==> src/rtl/srs_pkg.sv <==
// Package: fault code type and class helpers shared by the sequencer.
// Assumes codes 3 and above are the latched class.
package srs_pkg;

    typedef enum logic [2:0] {
        FLT_NONE    = 3'd0,
        FLT_VDD_OVP = 3'd1,
        FLT_BROWN   = 3'd2,
        FLT_VS_OVP  = 3'd3,
        FLT_OTP     = 3'd4
    } fault_e;

    localparam int unsigned NUM_FAULTS = 4;

    // Latched-class test used by the clear logic.
    function automatic logic is_latched(fault_e f);
        return (f == FLT_VS_OVP) || (f == FLT_OTP);
    endfunction

endpackage

==> src/rtl/srs_debounce.sv <==
// Module: consecutive-sample debouncer.
// trip goes high once raw has been sampled high on WINDOW consecutive edges
// and stays high while raw stays high; any low sample restarts the count.
// Assumes raw is already synchronous to clk and WINDOW >= 1.
module srs_debounce #(
    parameter int unsigned WINDOW = 16
) (
    input  logic clk,
    input  logic rst_n,
    input  logic raw,
    output logic trip
);
    localparam int unsigned CW = $clog2(WINDOW + 1);
    localparam logic [CW-1:0] LIMIT = CW'(WINDOW);

    logic [CW-1:0] cnt_q;

    // Count consecutive high samples, saturating at the window length.
    always_ff @(posedge clk) begin
        if (!rst_n)           cnt_q <= '0;
        else if (!raw)        cnt_q <= '0;
        else if (cnt_q != LIMIT) cnt_q <= cnt_q + 1'b1;
    end

    assign trip = (cnt_q == LIMIT);


    trip_needs_raw_chk: assert property (@(posedge clk) disable iff (!rst_n)
        trip |-> $past(raw));
endmodule

==> src/rtl/srs_fault_reg.sv <==
// Module: fault arbiter and holding register.
// Picks the highest-priority trip when nothing is held, holds it, and clears
// it on the supply threshold matching its class. Clear beats accept.
// Assumes trips come from debouncers and thresholds are synchronous flags.
module srs_fault_reg
    import srs_pkg::*;
(
    input  logic   clk,
    input  logic   rst_n,
    input  logic   trip_vdd_ovp,
    input  logic   trip_brown,
    input  logic   trip_vs_ovp,
    input  logic   trip_otp,
    input  logic   below_off,
    input  logic   below_release,
    output fault_e fault_q,
    output fault_e fault_d
);
    fault_e pick;
    logic   clear;

    // Priority pick among simultaneous trips: latched class first.
    always_comb begin
        if (trip_otp)          pick = FLT_OTP;
        else if (trip_vs_ovp)  pick = FLT_VS_OVP;
        else if (trip_vdd_ovp) pick = FLT_VDD_OVP;
        else if (trip_brown)   pick = FLT_BROWN;
        else                   pick = FLT_NONE;
    end

    // Class-dependent clear and next-value selection.
    always_comb begin
        clear = (fault_q != FLT_NONE) &&
                (is_latched(fault_q) ? below_release : below_off);
        if (clear)                   fault_d = FLT_NONE;
        else if (fault_q == FLT_NONE) fault_d = pick;
        else                         fault_d = fault_q;
    end

    // Holding register for the first accepted fault.
    always_ff @(posedge clk) begin
        if (!rst_n) fault_q <= FLT_NONE;
        else        fault_q <= fault_d;
    end


    fault_hold_chk: assert property (@(posedge clk) disable iff (!rst_n)
        (fault_q != FLT_NONE && !below_off && !below_release) |=> $stable(fault_q));

    latched_survives_chk: assert property (@(posedge clk) disable iff (!rst_n)
        (is_latched(fault_q) && !below_release) |=> (fault_q == $past(fault_q)));
endmodule

==> src/rtl/srs_phase.sv <==
// Module: startup/run phase tracker.
// Startup source is on from reset and after every turn-off sample; turn-on
// ends the startup phase and starts switching only when no fault is pending.
// Assumes fault_ok reflects the fault register's next value.
module srs_phase (
    input  logic clk,
    input  logic rst_n,
    input  logic above_on,
    input  logic below_off,
    input  logic fault_ok,
    output logic startup_q,
    output logic run_q
);
    // Phase transitions on supply thresholds and faults.
    always_ff @(posedge clk) begin
        if (!rst_n) begin
            startup_q <= 1'b1;
            run_q     <= 1'b0;
        end else if (below_off) begin
            startup_q <= 1'b1;
            run_q     <= 1'b0;
        end else if (startup_q && above_on) begin
            startup_q <= 1'b0;
            run_q     <= fault_ok;
        end else if (!fault_ok) begin
            run_q     <= 1'b0;
        end
    end


    startup_rise_chk: assert property (@(posedge clk) disable iff (!rst_n)
        $rose(startup_q) |-> $past(below_off));
endmodule

==> src/rtl/supply_restart_seq.sv <==
// Module: supply protection restart sequencer (top).
// Debounces four fault flags, classifies them as auto-restart or latched,
// and drives the startup-source and PWM enables through the hiccup cycle.
// Assumes all inputs are synchronous to clk; windows are in clk cycles.
module supply_restart_seq
    import srs_pkg::*;
#(
    parameter int unsigned VDD_OVP_CYC = 35000,
    parameter int unsigned BROWN_CYC   = 2500000,
    parameter int unsigned VS_OVP_CYC  = 22500,
    parameter int unsigned OTP_CYC     = 256
) (
    input  logic       clk,
    input  logic       rst_n,
    input  logic       vdd_above_on,
    input  logic       vdd_below_off,
    input  logic       vdd_below_release,
    input  logic       vdd_ovp_raw,
    input  logic       vs_ovp_raw,
    input  logic       otp_raw,
    input  logic       line_low_raw,
    output logic       startup_en,
    output logic       pwm_en,
    output logic [2:0] fault_code
);
    // Index order: code-1 (vdd ovp, brownout, vs ovp, otp).
    localparam int unsigned WIN [NUM_FAULTS] = '{VDD_OVP_CYC, BROWN_CYC, VS_OVP_CYC, OTP_CYC};

    logic [NUM_FAULTS-1:0] raw;
    logic [NUM_FAULTS-1:0] trip;
    fault_e                fault_q;
    fault_e                fault_d;
    logic                  startup_q;
    logic                  run_q;

    // Gather raw flags; line current only means something while switching.
    assign raw = {otp_raw, vs_ovp_raw, line_low_raw & run_q, vdd_ovp_raw};

    for (genvar g = 0; g < NUM_FAULTS; g++) begin : g_deb
        srs_debounce #(.WINDOW(WIN[g])) i_deb (
            .clk   (clk),
            .rst_n (rst_n),
            .raw   (raw[g]),
            .trip  (trip[g])
        );
    end

    srs_fault_reg i_fault (
        .clk           (clk),
        .rst_n         (rst_n),
        .trip_vdd_ovp  (trip[0]),
        .trip_brown    (trip[1]),
        .trip_vs_ovp   (trip[2]),
        .trip_otp      (trip[3]),
        .below_off     (vdd_below_off),
        .below_release (vdd_below_release),
        .fault_q       (fault_q),
        .fault_d       (fault_d)
    );

    srs_phase i_phase (
        .clk       (clk),
        .rst_n     (rst_n),
        .above_on  (vdd_above_on),
        .below_off (vdd_below_off),
        .fault_ok  (fault_d == FLT_NONE),
        .startup_q (startup_q),
        .run_q     (run_q)
    );

    assign startup_en = startup_q;
    assign pwm_en     = run_q;
    assign fault_code = fault_q;


    enables_exclusive_chk: assert property (@(posedge clk) disable iff (!rst_n)
        !(startup_en && pwm_en));

    fault_stops_pwm_chk: assert property (@(posedge clk) disable iff (!rst_n)
        (fault_q == FLT_NONE && (|trip)) |=> !pwm_en);

    turn_on_chk: assert property (@(posedge clk) disable iff (!rst_n)
        $rose(pwm_en) |-> $past(vdd_above_on));
endmodule

==> config.mk <==
export PLATFORM = sky130hd
export DESIGN_NAME = supply_restart_seq
export DESIGN_NICKNAME = d
export VERILOG_FILES = /design/src/rtl/srs_pkg.sv /design/src/rtl/srs_debounce.sv /design/src/rtl/srs_fault_reg.sv /design/src/rtl/srs_phase.sv /design/src/rtl/supply_restart_seq.sv
export SDC_FILE = /design/constraint.sdc
export NUM_CORES = 1
export LEC_CHECK = 0
export BUFFER_PORTS_ARGS = -buffer_cell sky130_fd_sc_hd__buf_2
export CAP_MARGIN = 0
export CORE_MARGIN = 3
export CORE_UTILIZATION = 60
export DETAILED_ROUTE_END_ITERATION = 10
export PLACE_DENSITY = 0.8
export REMOVE_ABC_BUFFERS = 1
export SETUP_SLACK_MARGIN = 0.5
export SLEW_MARGIN = 30
export SYNTH_ARGS = -nofsm -noshare
export SYNTH_HDL_FRONTEND = slang
export SYNTH_HIERARCHICAL = 1
export SYNTH_SLANG_ARGS = --single-unit
==> constraint.sdc <==
create_clock -name clk -period 2.47 [get_ports clk]
set_input_delay 0.494 -clock clk [delete_from_list [all_inputs] [get_ports clk]]
set_output_delay 0.494 -clock clk [all_outputs]
set_load 0.01 [all_outputs]
# After elaboration in Yosys (flattened, before gate mapping)

Cells that the tools add are included.

Register bits: 67
Input port bits: 9
Output and inout port bits: 5
Word-level logic and storage cells: 44

$add $sub $neg: 4
Eq/ne operators: 11
Multiplexer cells: 9
Bitwise operators: 2
Reductions and logical operators: 11

Operators by type and width:

| operator                | number |
|---|---|
| $add A22 B1 Y22 const B | 1 |
| $eq A22 B22 Y1 const B  | 1 |
| $ne A22 B22 Y1 const B  | 1 |
| $add A16 B1 Y16 const B | 1 |
| $eq A16 B16 Y1 const B  | 1 |
| $ne A16 B16 Y1 const B  | 1 |
| $add A15 B1 Y15 const B | 1 |
| $eq A15 B15 Y1 const B  | 1 |
| $mux W3                 | 5 |
| $ne A15 B15 Y1 const B  | 1 |
| $add A9 B1 Y9 const B   | 1 |
| $eq A9 B9 Y1 const B    | 1 |
| $ne A9 B9 Y1 const B    | 1 |
| $reduce_and A2 Y1       | 4 |
| $logic_not A3 Y1        | 2 |
| $eq A3 B2 Y1 const B    | 1 |
| $eq A3 B3 Y1 const B    | 1 |
| $mux W1                 | 3 |
| $reduce_bool A3 Y1      | 1 |
| $logic_and A1 B1 Y1     | 2 |
| $mux W2                 | 1 |
| $ne A2 B2 Y1 const B    | 1 |
| $reduce_or A2 Y1        | 1 |
| $and A1 B1 Y1           | 1 |
| 2 further kinds         | 2 |

# Depth between registers and ports, before layout

Depth in word-level cells: 10
Mapped depth: 10
Depth with buffers taken out: 10

# Hierarchy

The synthesis kept the hierarchy.

Modules (own cells, without submodules):

| module                         | times used | cells each | area an instance (um2) | sequential area each (um2) |
|---|---|---|---|---|
| srs_debounce at g_deb[1].i_deb | 1          | 122        | 1067.3                 | 440.4 |
| srs_debounce at g_deb[2].i_deb | 1          | 90         | 793.3                  | 300.3 |
| srs_debounce at g_deb[0].i_deb | 1          | 88         | 789.5                  | 320.3 |
| srs_debounce at g_deb[3].i_deb | 1          | 51         | 447.9                  | 180.2 |
| srs_fault_reg                  | 1          | 29         | 251.5                  | 60.1 |
| srs_phase                      | 1          | 6          | 71.3                   | 40.0 |
| supply_restart_seq             | 1          | 2          | 16.3                   | 0.0 |

# Worst setup path after synthesis

OpenSTA, ideal clock, no wires.

Kind: register to register
Start: register g_deb[3].i_deb.cnt_q[0]
End: register i_phase.run_q
Library setup time: 0.117 ns
Arrival time: 1.798 ns
Data required time: 2.353 ns
Setup slack: 0.554 ns
Cell stages (with the launch flop): 10
Buffers on the path: 0
Clock period less this slack: 1.916 ns
Cells stage by stage: dfxtp_1 > inv_1 > ha_1 > nor4b_2 > and2_1 > nor4_4 > o21ai_1 > a22oi_1 > nor3_2 > and4bb_2

Cells in the longest elaborated chain, start to end: 6
Elaborated cells on any way between the ends: 7
Those cells by class: 2 x eq/ne; 4 x mux; 1 x reduce/logical

Ends and longest elaborated chain:

| element                                                  | line                     | RTL |
|---|---|---|
| from (decl)                                              | srs_debounce.sv:16       | `logic [CW-1:0] cnt_q;` |
| from (signal assigned)                                   | srs_debounce.sv:22       | `else if (cnt_q != LIMIT) cnt_q <= cnt_q + 1'b1;` |
| $eq A9 B9 Y1 (*)                                         | srs_debounce.sv:25       | `assign trip = (cnt_q == LIMIT);` |
| net trip[3]                                              | supply_restart_seq.sv:30 | `logic [NUM_FAULTS-1:0] trip;` |
| $mux W3 (*)                                              | srs_fault_reg.sv:24      | `if (trip_otp) pick = FLT_OTP;` |
| $mux W3 (*)                                              | srs_fault_reg.sv:36      | `else if (fault_q == FLT_NONE) fault_d = pick;` |
| $mux W3 (*)                                              | srs_fault_reg.sv:35      | `if (clear) fault_d = FLT_NONE;` |
| net fault_d[1]                                           | supply_restart_seq.sv:32 | `fault_e fault_d;` |
| $logic_not A3 Y1 (*)                                     | supply_restart_seq.sv:66 | `.fault_ok (fault_d == FLT_NONE),` |
| $ne A2 B2 Y1 (no line) / $mux W1 (equally long branches) | --                       |  |
| to (signal assigned)                                     | srs_phase.sv:24          | `run_q <= fault_ok;` |
| to (decl)                                                | srs_phase.sv:12          | `output logic run_q` |

The timed path passes the listed nets; every way through them passes the cells marked *.
A chain may end at the register's enable or synchronous reset.

# Worst setup path after layout

Same ends and word-level chain as after synthesis.

==> impl_metrics.tcl <==
set metrics [dict create \
    tns_ns 0 \
    grt_pass1_vias 2671 \
    critPathSlowestCell "dfxtp_4" \
    grt_usage 0.2248 \
    finalCritPeriodShare 0.8077 \
    critPathArrivalTime_ns 2.24 \
    syn_area_um2 3437 \
    cts_buffers 9 \
    cap_violations 0 \
    gp_congestion 0.8218 \
    ioPinCount 14 \
    dr.pass1.iters 4 \
    status "complete, no violations" \
    synth_seq_cells 67 \
    crit_fanout 5 \
    yosysSeqAreaShare 0.3902 \
    cts.sinks 67 \
    worst-path-buf-inv 1 \
    insertion_delay_ns 0.35 \
    worst-r2r-cell-count 9 \
    fmax_ghz 0.5012 \
    critPathTopFamily "simple AND/OR/NAND/NOR gates" \
    whs_ns 0.4251 \
    synth_ff_type "dfxtp_1" \
    yosysWarnings 6 \
    period_needed_ns 1.995 \
    antenna_cells 0 \
    syn_inst 388 \
    grt_pass1_wl_um 11780 \
    antenna_found_initial 0 \
    routedWlPerCell_um 14.23 \
    fin_util 0.7453 \
    cts.path.max_buffers 2 \
    rows 26 \
    powerDensity_nw_per_um2 552.1 \
    fin_area_um2 3976 \
    min_path_type "in -> reg" \
    gr-total-overflow 0 \
    finalHoldViolations 0 \
    drt-initial-drc-count 173 \
    async_flop_share 0 \
    critPathRequiredTime_ns 2.71 \
    critPathMaxStageDelay_ns 0.38 \
    hpwlAfterDp_um 4490 \
    finalNetCount 435 \
    core_area_um2 5335 \
    crit_type "reg -> reg" \
    h-tree-depth 3 \
    drc_errors 0 \
    worstSetupStartpointType "flop" \
    viasPerCell 5.909 \
    holdPathStages 2 \
    die_x_um 81.69 \
    grt_start_max_net_pins 22 \
    finalClockSkew_ns 0.005390 \
    routed-via-count 2913 \
    path_clk_slew_ns 0.07 \
    final_max_slew_viol_count 0 \
    drive_gt1_frac 0.2104 \
    synth.distinct_cells 58 \
    port_buffers 13 \
    rsz0062_at_grt "true" \
    finalNonFillerCells 493 \
    synth.avg_cell_area_um2 8.858 \
    synth_edf_count 0 \
    die_h_um 81.69 \
    worstMarginPinSlew_ns 0.5730 \
    layout_commonest_cell "dfxtp_1" \
    timing.slew.headroom 0.6139 \
    layout_common_cells "58 x dfxtp_1, 31 x nand2_1, 31 x nor2_1" \
    detail-route-antenna-nets 0 \
    cts_root_buf "clkbuf_8" \
    cts_tree "built" \
    r2r_slack_ns 0.47 \
    setup_viol 0 \
    critPathCaptureType "flop" \
    worstPathCellList "inv_2 > ha_2 > nor4b_4 > and2_4 > nor4_4 > o21ai_2 > a22oi_2 > nor3_2 > and4bb_2" \
    dieArea_um2 6672 \
    cp_num_cells 9 \
    dpl.cell_count 467 \
    initial_utilization 0.6442 \
    leakage_uw 0.001320 \
    wirelength_um 7016 \
    peakVddDrop_mv 0.4226 \
    cts-hold-fix-buffers 0 \
    placedInstanceArea_um2 3578 \
    area_delta_synth_final_pct 15.69 \
]
## registers in the layout (all words and copies together), names as in the netlist
| register | count |
|---|---|
| g_deb.i_deb/cnt_q | 62 |
| i_fault/fault_q | 3 |
| i_phase/run_q | 1 |
| i_phase/startup_q | 1 |
## per-stage QoR
stage,worst slack [ns],total power [uW]
global placement,0.4783,1178
CTS,0.4988,2217
global route,0.3995,2273
floorplan,0.5544,1152
detailed placement,0.3866,1181
finish,0.4749,2195
## synthesized netlist by cell type, types with 6 or more instances
cell	number	share of area
nand3_1	30	0.044
xnor2_1	14	0.036
nor4_1	9	0.016
nor2_1	32	0.035
a21oi_1	25	0.036
nand4_1	6	0.011
xor2_1	10	0.025
mux2i_1	8	0.023
nor3_1	6	0.0087
nand2_1	31	0.034
inv_1	18	0.020
o21ai_0	16	0.023
ha_1	8	0.029
or4_1	6	0.013
or3_1	14	0.025
dfxtp_1	67	0.39
and2_1	6	0.011
## cell families after synthesis
group	Yosys count	share of synthesized area
DFF	67	0.3902
xor gates and xnor gates	24	0.06116
AOI/OAI and AO/OA	65	0.1183
buffers and inverters	26	0.03167
adders and majority gates	8	0.02912
and+or+nand+nor	190	0.3462
muxes	8	0.02330
## layout make-up
cell class | instances | area (um2)
clock buffer | 11 | 141.4
multi-input combinational | 295 | 2062
inverter | 18 | 67.56
timing repair buffer | 27 | 170.2
fill | 396 | 1359
tap | 70 | 87.58
sequential | 67 | 1363
clock inverter | 5 | 85.08
## worst register-to-register path, stage by stage, from the launching register on
cell and delay, ns:
dfxtp_4 0.38, inv_2 0.05, ha_2 0.17, nor4b_4 0.14
and2_4 0.17, nor4_4 0.35, o21ai_2 0.13, a22oi_2 0.20
nor3_2 0.06, and4bb_2 0.24
## routing by layer
| layer | vias to the layer above | track usage | wire length, um |
|---|---|---|---|
| li1 | 1482 | - | - |
| met1 | 1375 | 0.2863 | 3263 |
| met3 | 8 | 0.07675 | 296 |
| met5 | - | 0 | 0 |
| met2 | 48 | 0.3534 | 3383 |
| met4 | 0 | 0.08140 | 72 |
## path summary, 6_finish.rpt
path / startpoint / to
hold / removal: vdd_below_off / i_phase/startup_q
setup reg to reg: g_deb[3].i_deb/cnt_q[0] / i_phase/run_q
setup / recovery: g_deb[3].i_deb/cnt_q[0] / i_phase/run_q
hold reg to reg: g_deb[2].i_deb/cnt_q[14] / g_deb[2].i_deb/cnt_q[14]
## repair_timing
item,CTS,global route
gates resized for setup,9,25
buffers inserted,4,6
setup endpoints to repair,2,5
pin swaps,4,8
## power breakdown
group          internal (uW)  switching [uW]  leakage, uW
logic                   27.9            40.9     0.000664
clock network            601             432     0.000110
registers               1080            8.61     0.000546
No activity file was read; power rests on OpenSTA's default activity.
